### config.mk
export PLATFORM = sky130hd
export DESIGN_NAME = cfg_unlock_seq
export DESIGN_NICKNAME = d
export VERILOG_FILES = /design/src/rtl/cfg_unlock_pkg.sv /design/src/rtl/cfg_unlock_ctrl.sv /design/src/rtl/cfg_unlock_dp.sv /design/src/rtl/cfg_unlock_seq.sv
export SDC_FILE = /design/constraint.sdc
export NUM_CORES = 1
export LEC_CHECK = 0
export BUFFER_PORTS_ARGS = -buffer_cell sky130_fd_sc_hd__clkbuf_2
export CAP_MARGIN = 20
export CORE_ASPECT_RATIO = 1.5
export CORE_MARGIN = 5
export CORE_UTILIZATION = 52
export DETAILED_ROUTE_END_ITERATION = 8
export PLACE_DENSITY = 0.85
export SLEW_MARGIN = 5
export SYNTH_ARGS = -nofsm -noshare
export SYNTH_HDL_FRONTEND = slang
export SYNTH_SLANG_ARGS = --single-unit
### constraint.sdc
create_clock -name clk -period 4.65 [get_ports clk]
set_clock_uncertainty 0.05 [all_clocks]
set_input_delay 0.2325 -clock clk [delete_from_list [all_inputs] [get_ports clk]]
set_output_delay 0.2325 -clock clk [all_outputs]
set_load 0.02 [all_outputs]
### src/rtl/cfg_unlock_pkg.sv
package cfg_unlock_pkg;

  localparam int OFF_W   = 3;
  localparam int BYTE_W  = 8;
  localparam int NUM_OFF = 1 << OFF_W;

  // Offsets of the configuration bytes inside the unlocked window
  localparam int OFF_RTIME = 0;
  localparam int OFF_WTIME = 1;
  localparam int OFF_CTRL  = 3;
  localparam int OFF_STRAP = 5;
  localparam int OFF_MISC  = 6;

  typedef enum logic [1:0] {
    ST_IDLE,
    ST_ONE,
    ST_TWO,
    ST_OPEN
  } seqState_t;

  // Strobes from the sequencer control to the register datapath
  typedef struct packed {
    logic              wrEn;
    logic              rdEn;
    logic [OFF_W-1:0]  addr;
    logic [BYTE_W-1:0] wdata;
  } cfgStrb_t;

  function automatic bit isStored(input int idx);
    return (idx == OFF_RTIME) || (idx == OFF_WTIME) ||
           (idx == OFF_CTRL)  || (idx == OFF_MISC);
  endfunction

endpackage

### src/rtl/cfg_unlock_ctrl.sv
module cfg_unlock_ctrl
  import cfg_unlock_pkg::*;
#(
  parameter logic [OFF_W-1:0]  UNLOCK_OFF  = 3'd1,
  parameter logic [OFF_W-1:0]  MAGIC_OFF   = 3'd2,
  parameter logic [BYTE_W-1:0] MAGIC_ENTER = 8'h03,
  parameter logic [BYTE_W-1:0] MAGIC_LEAVE = 8'h83
) (
  input  logic              clk,
  input  logic              rstN,
  input  logic              accValid,
  input  logic              accWrite,
  input  logic              accWide,
  input  logic [OFF_W-1:0]  accOffset,
  input  logic [BYTE_W-1:0] accWData,
  output cfgStrb_t          strb,
  output logic              cfgMode,
  output logic              passThru
);

  seqState_t state, stateNxt;

  logic wideRd;
  logic byteAcc;
  logic enterWr;
  logic leaveWr;

  assign wideRd  = accValid && accWide && !accWrite && (accOffset == UNLOCK_OFF);
  assign byteAcc = accValid && !accWide;
  assign enterWr = byteAcc && accWrite && (accOffset == MAGIC_OFF) &&
                   (accWData == MAGIC_ENTER);
  assign leaveWr = byteAcc && accWrite && (accOffset == MAGIC_OFF) &&
                   (accWData == MAGIC_LEAVE);

  always_comb begin
    stateNxt = state;
    unique case (state)
      ST_IDLE: begin
        if (wideRd) stateNxt = ST_ONE;
      end
      ST_ONE: begin
        if (accValid) stateNxt = wideRd ? ST_TWO : ST_IDLE;
      end
      ST_TWO: begin
        if (accValid) begin
          if (enterWr)     stateNxt = ST_OPEN;
          else if (wideRd) stateNxt = ST_ONE;
          else             stateNxt = ST_IDLE;
        end
      end
      ST_OPEN: begin
        if (leaveWr) stateNxt = ST_IDLE;
      end
      default: stateNxt = ST_IDLE;
    endcase
  end

  always_ff @(posedge clk) begin
    if (!rstN) state <= ST_IDLE;
    else       state <= stateNxt;
  end

  assign cfgMode = (state == ST_OPEN);

  always_comb begin
    strb       = '0;
    strb.addr  = accOffset;
    strb.wdata = accWData;
    if (cfgMode && byteAcc) begin
      strb.wrEn = accWrite && !leaveWr;
      strb.rdEn = !accWrite;
    end
  end

  assign passThru = accValid && !cfgMode;

endmodule

### src/rtl/cfg_unlock_dp.sv
module cfg_unlock_dp
  import cfg_unlock_pkg::*;
#(
  parameter logic [BYTE_W-1:0] CTRL_RESET = 8'h11,
  parameter logic [BYTE_W-1:0] CTRL_ON    = 8'h95,
  parameter logic [BYTE_W-1:0] MISC_MASK  = 8'h7f
) (
  input  logic              clk,
  input  logic              rstN,
  input  cfgStrb_t          strb,
  input  logic              strapPin,
  output logic [BYTE_W-1:0] cfgRdData,
  output logic [BYTE_W-1:0] rdTimingReg,
  output logic [BYTE_W-1:0] wrTimingReg,
  output logic [BYTE_W-1:0] ctrlReg,
  output logic [BYTE_W-1:0] strapReg,
  output logic [BYTE_W-1:0] miscReg,
  output logic              ctrlEnable
);

  logic [BYTE_W-1:0] regVal [NUM_OFF];

  for (genvar g = 0; g < NUM_OFF; g++) begin : gOff
    if (isStored(g)) begin : gStore
      localparam logic [BYTE_W-1:0] WMASK = (g == OFF_MISC) ? MISC_MASK : '1;
      localparam logic [BYTE_W-1:0] RVAL  = (g == OFF_CTRL) ? CTRL_RESET : '0;
      logic [BYTE_W-1:0] held;
      always_ff @(posedge clk) begin
        if (!rstN) held <= RVAL;
        else if (strb.wrEn && (strb.addr == OFF_W'(g))) held <= strb.wdata & WMASK;
      end
      assign regVal[g] = held;
    end else if (g == OFF_STRAP) begin : gStrap
      assign regVal[g] = {{(BYTE_W-1){1'b0}}, strapPin};
    end else begin : gEmpty
      assign regVal[g] = '0;
    end
  end

  assign cfgRdData   = strb.rdEn ? regVal[strb.addr] : '0;
  assign rdTimingReg = regVal[OFF_RTIME];
  assign wrTimingReg = regVal[OFF_WTIME];
  assign ctrlReg     = regVal[OFF_CTRL];
  assign strapReg    = regVal[OFF_STRAP];
  assign miscReg     = regVal[OFF_MISC];
  assign ctrlEnable  = (regVal[OFF_CTRL] == CTRL_ON);

endmodule

### src/rtl/cfg_unlock_seq.sv
module cfg_unlock_seq
  import cfg_unlock_pkg::*;
#(
  parameter logic [OFF_W-1:0]  UNLOCK_OFF  = 3'd1,
  parameter logic [OFF_W-1:0]  MAGIC_OFF   = 3'd2,
  parameter logic [BYTE_W-1:0] MAGIC_ENTER = 8'h03,
  parameter logic [BYTE_W-1:0] MAGIC_LEAVE = 8'h83,
  parameter logic [BYTE_W-1:0] CTRL_RESET  = 8'h11,
  parameter logic [BYTE_W-1:0] CTRL_ON     = 8'h95,
  parameter logic [BYTE_W-1:0] MISC_MASK   = 8'h7f
) (
  input  logic              clk,
  input  logic              rstN,
  input  logic              accValid,
  input  logic              accWrite,
  input  logic              accWide,
  input  logic [OFF_W-1:0]  accOffset,
  input  logic [BYTE_W-1:0] accWData,
  input  logic              strapPin,
  output logic              cfgMode,
  output logic              passThru,
  output logic              cfgRdHit,
  output logic [BYTE_W-1:0] cfgRdData,
  output logic [BYTE_W-1:0] rdTimingReg,
  output logic [BYTE_W-1:0] wrTimingReg,
  output logic [BYTE_W-1:0] ctrlReg,
  output logic [BYTE_W-1:0] strapReg,
  output logic [BYTE_W-1:0] miscReg,
  output logic              ctrlEnable
);

  cfgStrb_t strb;

  cfg_unlock_ctrl #(
    .UNLOCK_OFF (UNLOCK_OFF),
    .MAGIC_OFF  (MAGIC_OFF),
    .MAGIC_ENTER(MAGIC_ENTER),
    .MAGIC_LEAVE(MAGIC_LEAVE)
  ) uCtrl (
    .clk      (clk),
    .rstN     (rstN),
    .accValid (accValid),
    .accWrite (accWrite),
    .accWide  (accWide),
    .accOffset(accOffset),
    .accWData (accWData),
    .strb     (strb),
    .cfgMode  (cfgMode),
    .passThru (passThru)
  );

  cfg_unlock_dp #(
    .CTRL_RESET(CTRL_RESET),
    .CTRL_ON   (CTRL_ON),
    .MISC_MASK (MISC_MASK)
  ) uDp (
    .clk        (clk),
    .rstN       (rstN),
    .strb       (strb),
    .strapPin   (strapPin),
    .cfgRdData  (cfgRdData),
    .rdTimingReg(rdTimingReg),
    .wrTimingReg(wrTimingReg),
    .ctrlReg    (ctrlReg),
    .strapReg   (strapReg),
    .miscReg    (miscReg),
    .ctrlEnable (ctrlEnable)
  );

  assign cfgRdHit = strb.rdEn;

endmodule

Word level (Yosys, flattened, before mapping). Cells that the tools add are included. Widths: inputs -> output; s select.

Flip-flop bits (word level): 33. Output and inout bits: 52. Word-level logic and storage cells: 56.

Order comparisons: 1. Equality and inequality tests: 14. Mux-type cells: 13. Bitwise operators: 1. Reductions and logical operators: 22.

Operator list (number): $bmux 8 s3 (1); $mux 8 (3); $eq 8x8->1 const B (2); $logic_and 1x1->1 (15); $mux 2 (7); $eq 8x2->1 const B (1); $pmux 2 s4 (1); $eq 3x2->1 const B (2); $ne 2x2->1 const B (3); $eq 2x2->1 const B (2); $ge 4x4->1 const B (1); $logic_not 1->1 (4); $not 3->4 (1); $reduce_and 4->1 (1); $eq 3x1->1 const B (1); $eq 3x3->1 const B (1); $logic_not 3->1 (1); $eq 2x1->1 const B (1); $logic_not 2->1 (1); $ne 2x1->1 const B (1); $mux 1 (1).

Logic depth before layout (Yosys ltp).
Depth after elaboration: 9. Depth in mapped cells: 6. Gate-level depth less buffers: 4.

By module. Synthesis repeated with hierarchy kept, for this count alone.

Cells, all modules: 211. Area, all modules: 1820.5 sq um.

By module, submodules not included: cfg_unlock_dp (instances 1, cells each 175, area an instance 1536.5 sq um, seq. area each 620.6 sq um); cfg_unlock_ctrl (instances 1, cells each 36, area an instance 284.0 sq um, seq. area each 40.0 sq um).

Least setup slack after synthesis. OpenSTA, ideal clock, no wires.

Path kind: in2out. Start point: input accOffset[1]. End point: output cfgRdData[0]. Arrival: 1956 ps. Setup slack: 2412 ps. Stages: 4. Path through: buf_2 > nor2_1 > a221oi_1 > a2111oi_0.

Longest elaborated chain between the ends: 5.

RTL lines: from (decl) (RTL line cfg_unlock_seq.sv:17) `input logic [OFF_W-1:0] accOffset,`; $not 3->4 (implied by the code) (RTL line cfg_unlock_dp.sv:40) `assign cfgRdData = strb.rdEn ? regVal[strb.addr] : '0;`; $bmux 8 s3 (RTL line cfg_unlock_dp.sv:40); $mux 8 (implied by the code) (2 in series) (RTL line cfg_unlock_dp.sv:40); $mux 8 (RTL line cfg_unlock_dp.sv:40); to (decl) (RTL line cfg_unlock_seq.sv:23) `output logic [BYTE_W-1:0] cfgRdData,`.

Every way passes these cells. The select of a mux whose other input is x is not followed.

Final worst setup path. Same ends and word-level chain as after synthesis.

==> results.ini <==
[drt]
drc_errors=0
routedWlPerCell_um=16.5
ant_nets=0
routed_wl_um=4680
vias=1606
drtIter0Drc=67
viasPerCell=5.65
dr.pass1.iters=4

[sta]
final-setup-viol-count=0
max_freq_ghz=0.431
period_needed_ps=2320
fin_crit_sh_pct=49.9
final_max_slew_viol_count=0
hold_violations=0
worst_slew_pin_slew_ps=885
tns_ps=0
slew_headroom_pct=40.9
rsz0062_at_grt=false

[critical_path]
r2r_cells=5
crit_arrival_ps=2040
crit_type=input pin to output pin
required_ps=4370
critPathTopFamily=compound AO/OA/AOI/OAI gates
cp_max_fo=15
crit_path_end_kind=output pin
critPathBufInv=2
crit_chain=clkbuf_2, nor2b_1, a21oi_1, a2111oi_0, clkbuf_2
slowest_delay_ps=580
crit_top_cell=clkbuf_2
start_kind=input pin
slowest_stage=nor2b_1
rr_endpoint=uDp.wrTimingReg[3]$_SDFFE_PN0P_
r2r_start=uCtrl.state[0]$_SDFFE_PN0P_
rrSetupSlack_ps=2480

[synthesis]
yosysTopAreaCell=dfxtp_1
ys_seq_area_share_pct=38.0
synth_cell_type_count=32
syn-instance-count=187
avgSynthCellArea_sq_um=9.29
synth.ff_latch_count=33
ys_top_cells_by_count=33 x dfxtp_1, 33 x nor2_1, 31 x mux2i_1
synthFlopType=dfxtp_1
netlist_area_sq_um=1740
synth-edff-count=0
synth_top_cell_area_share_pct=38.0
yosysWarningCount=0
async_flop_share_pct=0
synthTopCellsByArea=dfxtp_1 38%, mux2i_1 18%, nor2_1 7.1%, mux2_2 5.8%, buf_4 3.9%

[cells_and_area]
nets=260
diodes=0
drive_gt1_share_pct=32.4
synthToLayoutAreaGrowth_pct=20.7
design_area_sq_um=2100

[place]
place.gp.congestion=0.823
dpl_cell_area_sq_um=2020
io_buffer_count=60
place_hpwl_um=3470

[status]
outcome=finished, final reports clean

[floorplan]
core_sq_um=3190
dieHeight_um=80.8
die_w_um=57.2
rows=25
die_area_sq_um=4620
start_util_pct=54.4
io_pins=69

[clocking]
clk_pin_slew_ps=60
clock_latency_ps=280
postCtsSetupRepairBufs=0
cts_tree=done
cts_root_buffer=clkbuf_8
ctsHoldBuffers=0
cts.repair.resized=0
cts_sinks=33
clk_path_buf_depth=2
numCtsBuffers=5
cts_max_level=2

[power_and_ir_drop]
seqPwrFrac_pct=53.0
peakVddDrop_v=0.000243
switching_share_pct=25.0
p_comb_share_pct=8.0
p_switching_mw=0.133
powerDensity_nw_per_um2=254
internal-power_mw=0.400
power_leakage_nw=0.962
clockPowerShare_pct=39.0

[grt]
grt_max_degree=31
grt_pass1_vias=1578
grt_pass1_wl_um=7480
grt_antenna_before_repair=0
grt_overflow=0
track_usage_pct=21.0

[worst_hold_path]
min_path_cells=2
hp-start=rstN
min_delay_worst_endpoint=uDp.ctrlReg[0]$_SDFFE_PN1P_
min_path_type=input pin to flop

[job]
drv_cap=0

-- area by class of cell --
| cell class | instances | area, sq um |
|---|---|---|
| clock buffer | 8 | 80.1 |
| fill | 285 | 1090 |
| inverter | 1 | 3.75 |
| multi-input combinational | 141 | 995 |
| sequential | 33 | 661 |
| tap | 40 | 50.0 |
| timing repair buffer | 61 | 308 |
-- routing by layer --
metal | track usage, % | vias up | share of wire, %
li1 | - | 764 | -
met1 | 23.7 | 764 | 38
met2 | 36.6 | 67 | 53
met3 | 5.88 | 11 | 7.4
met4 | 9.28 | 0 | 2.3
met5 | 0 | - | 0
-- power groups by stage --
stage | clock network [mW] | registers (mW) | logic (mW)
6_report | 0.208 | 0.283 | 0.0429
5_1_grt | 0.223 | 0.283 | 0.0463
4_1_cts | 0.212 | 0.283 | 0.0424
3_5_place_dp | 0 | 0.289 | 0.0425
3_3_place_gp | 0 | 0.289 | 0.0421
2_1_floorplan | 0 | 0.289 | 0.0311
-- cell families (layout without fill, tap and decap cells) --
logic type             count (synthesis)  in the layout  share of synthesized area (%)
AOI/OAI and AO/OA                     20             20                           7.35
and+or+nand+nor                       73             73                           24.1
buffers and inverters                 20             70                           6.56
DFF                                   33             33                           38.0
muxes                                 40             40                           23.7
other                                  1              8                          0.216
-- placed cells by master (no fill, tap or decap), types with 2 or more instances in the layout --
cell type,instances
clkbuf_8,5
and2_1,6
nor2_1,33
nor4_1,4
nand4_1,2
mux2_2,9
nand3_1,6
a21oi_1,2
dfxtp_1,33
and3b_1,2
o21ai_0,8
clkbuf_1,3
conb_1,8
or4bb_1,2
nor2b_1,3
a22oi_1,7
mux2i_1,31
clkbuf_2,60
nand2_1,6
-- per-stage QoR --
step | utilization (%) | cells | setup slack (ps) | total power [mW] | hold WS [ps]
2_1_floorplan | - | 194 | 2410 | 0.320 | 244
3_3_place_gp | 63.2 | 276 | 2400 | 0.331 | 419
3_5_place_dp | 63.2 | 276 | 2380 | 0.332 | 439
4_1_cts | 65.7 | 284 | 2370 | 0.537 | 143
5_1_grt | 65.7 | 284 | 2230 | 0.552 | 160
6_report | 65.7 | 284 | 2330 | 0.534 | 154
-- state kept, by name (all words and copies together) (netlist names) --
name             flops
uDp.ctrlReg          8
uDp.rdTimingReg      8
uCtrl.state          2
uDp.miscReg          7
uDp.wrTimingReg      8
-- worst max path at each step --
stage                        end    startpoint  depth (start not counted)  slack (ps)
finish              cfgRdData[0]  accOffset[1]                          5        2330
global route        cfgRdData[0]  accOffset[1]                          5        2230
CTS                 cfgRdData[0]  accOffset[1]                          5        2370
detailed placement  cfgRdData[0]  accOffset[1]                          5        2380
global placement    cfgRdData[0]  accOffset[1]                          5        2400
floorplan           cfgRdData[0]  accOffset[1]                          4        2410
Power figures use the tool's default switching activity.
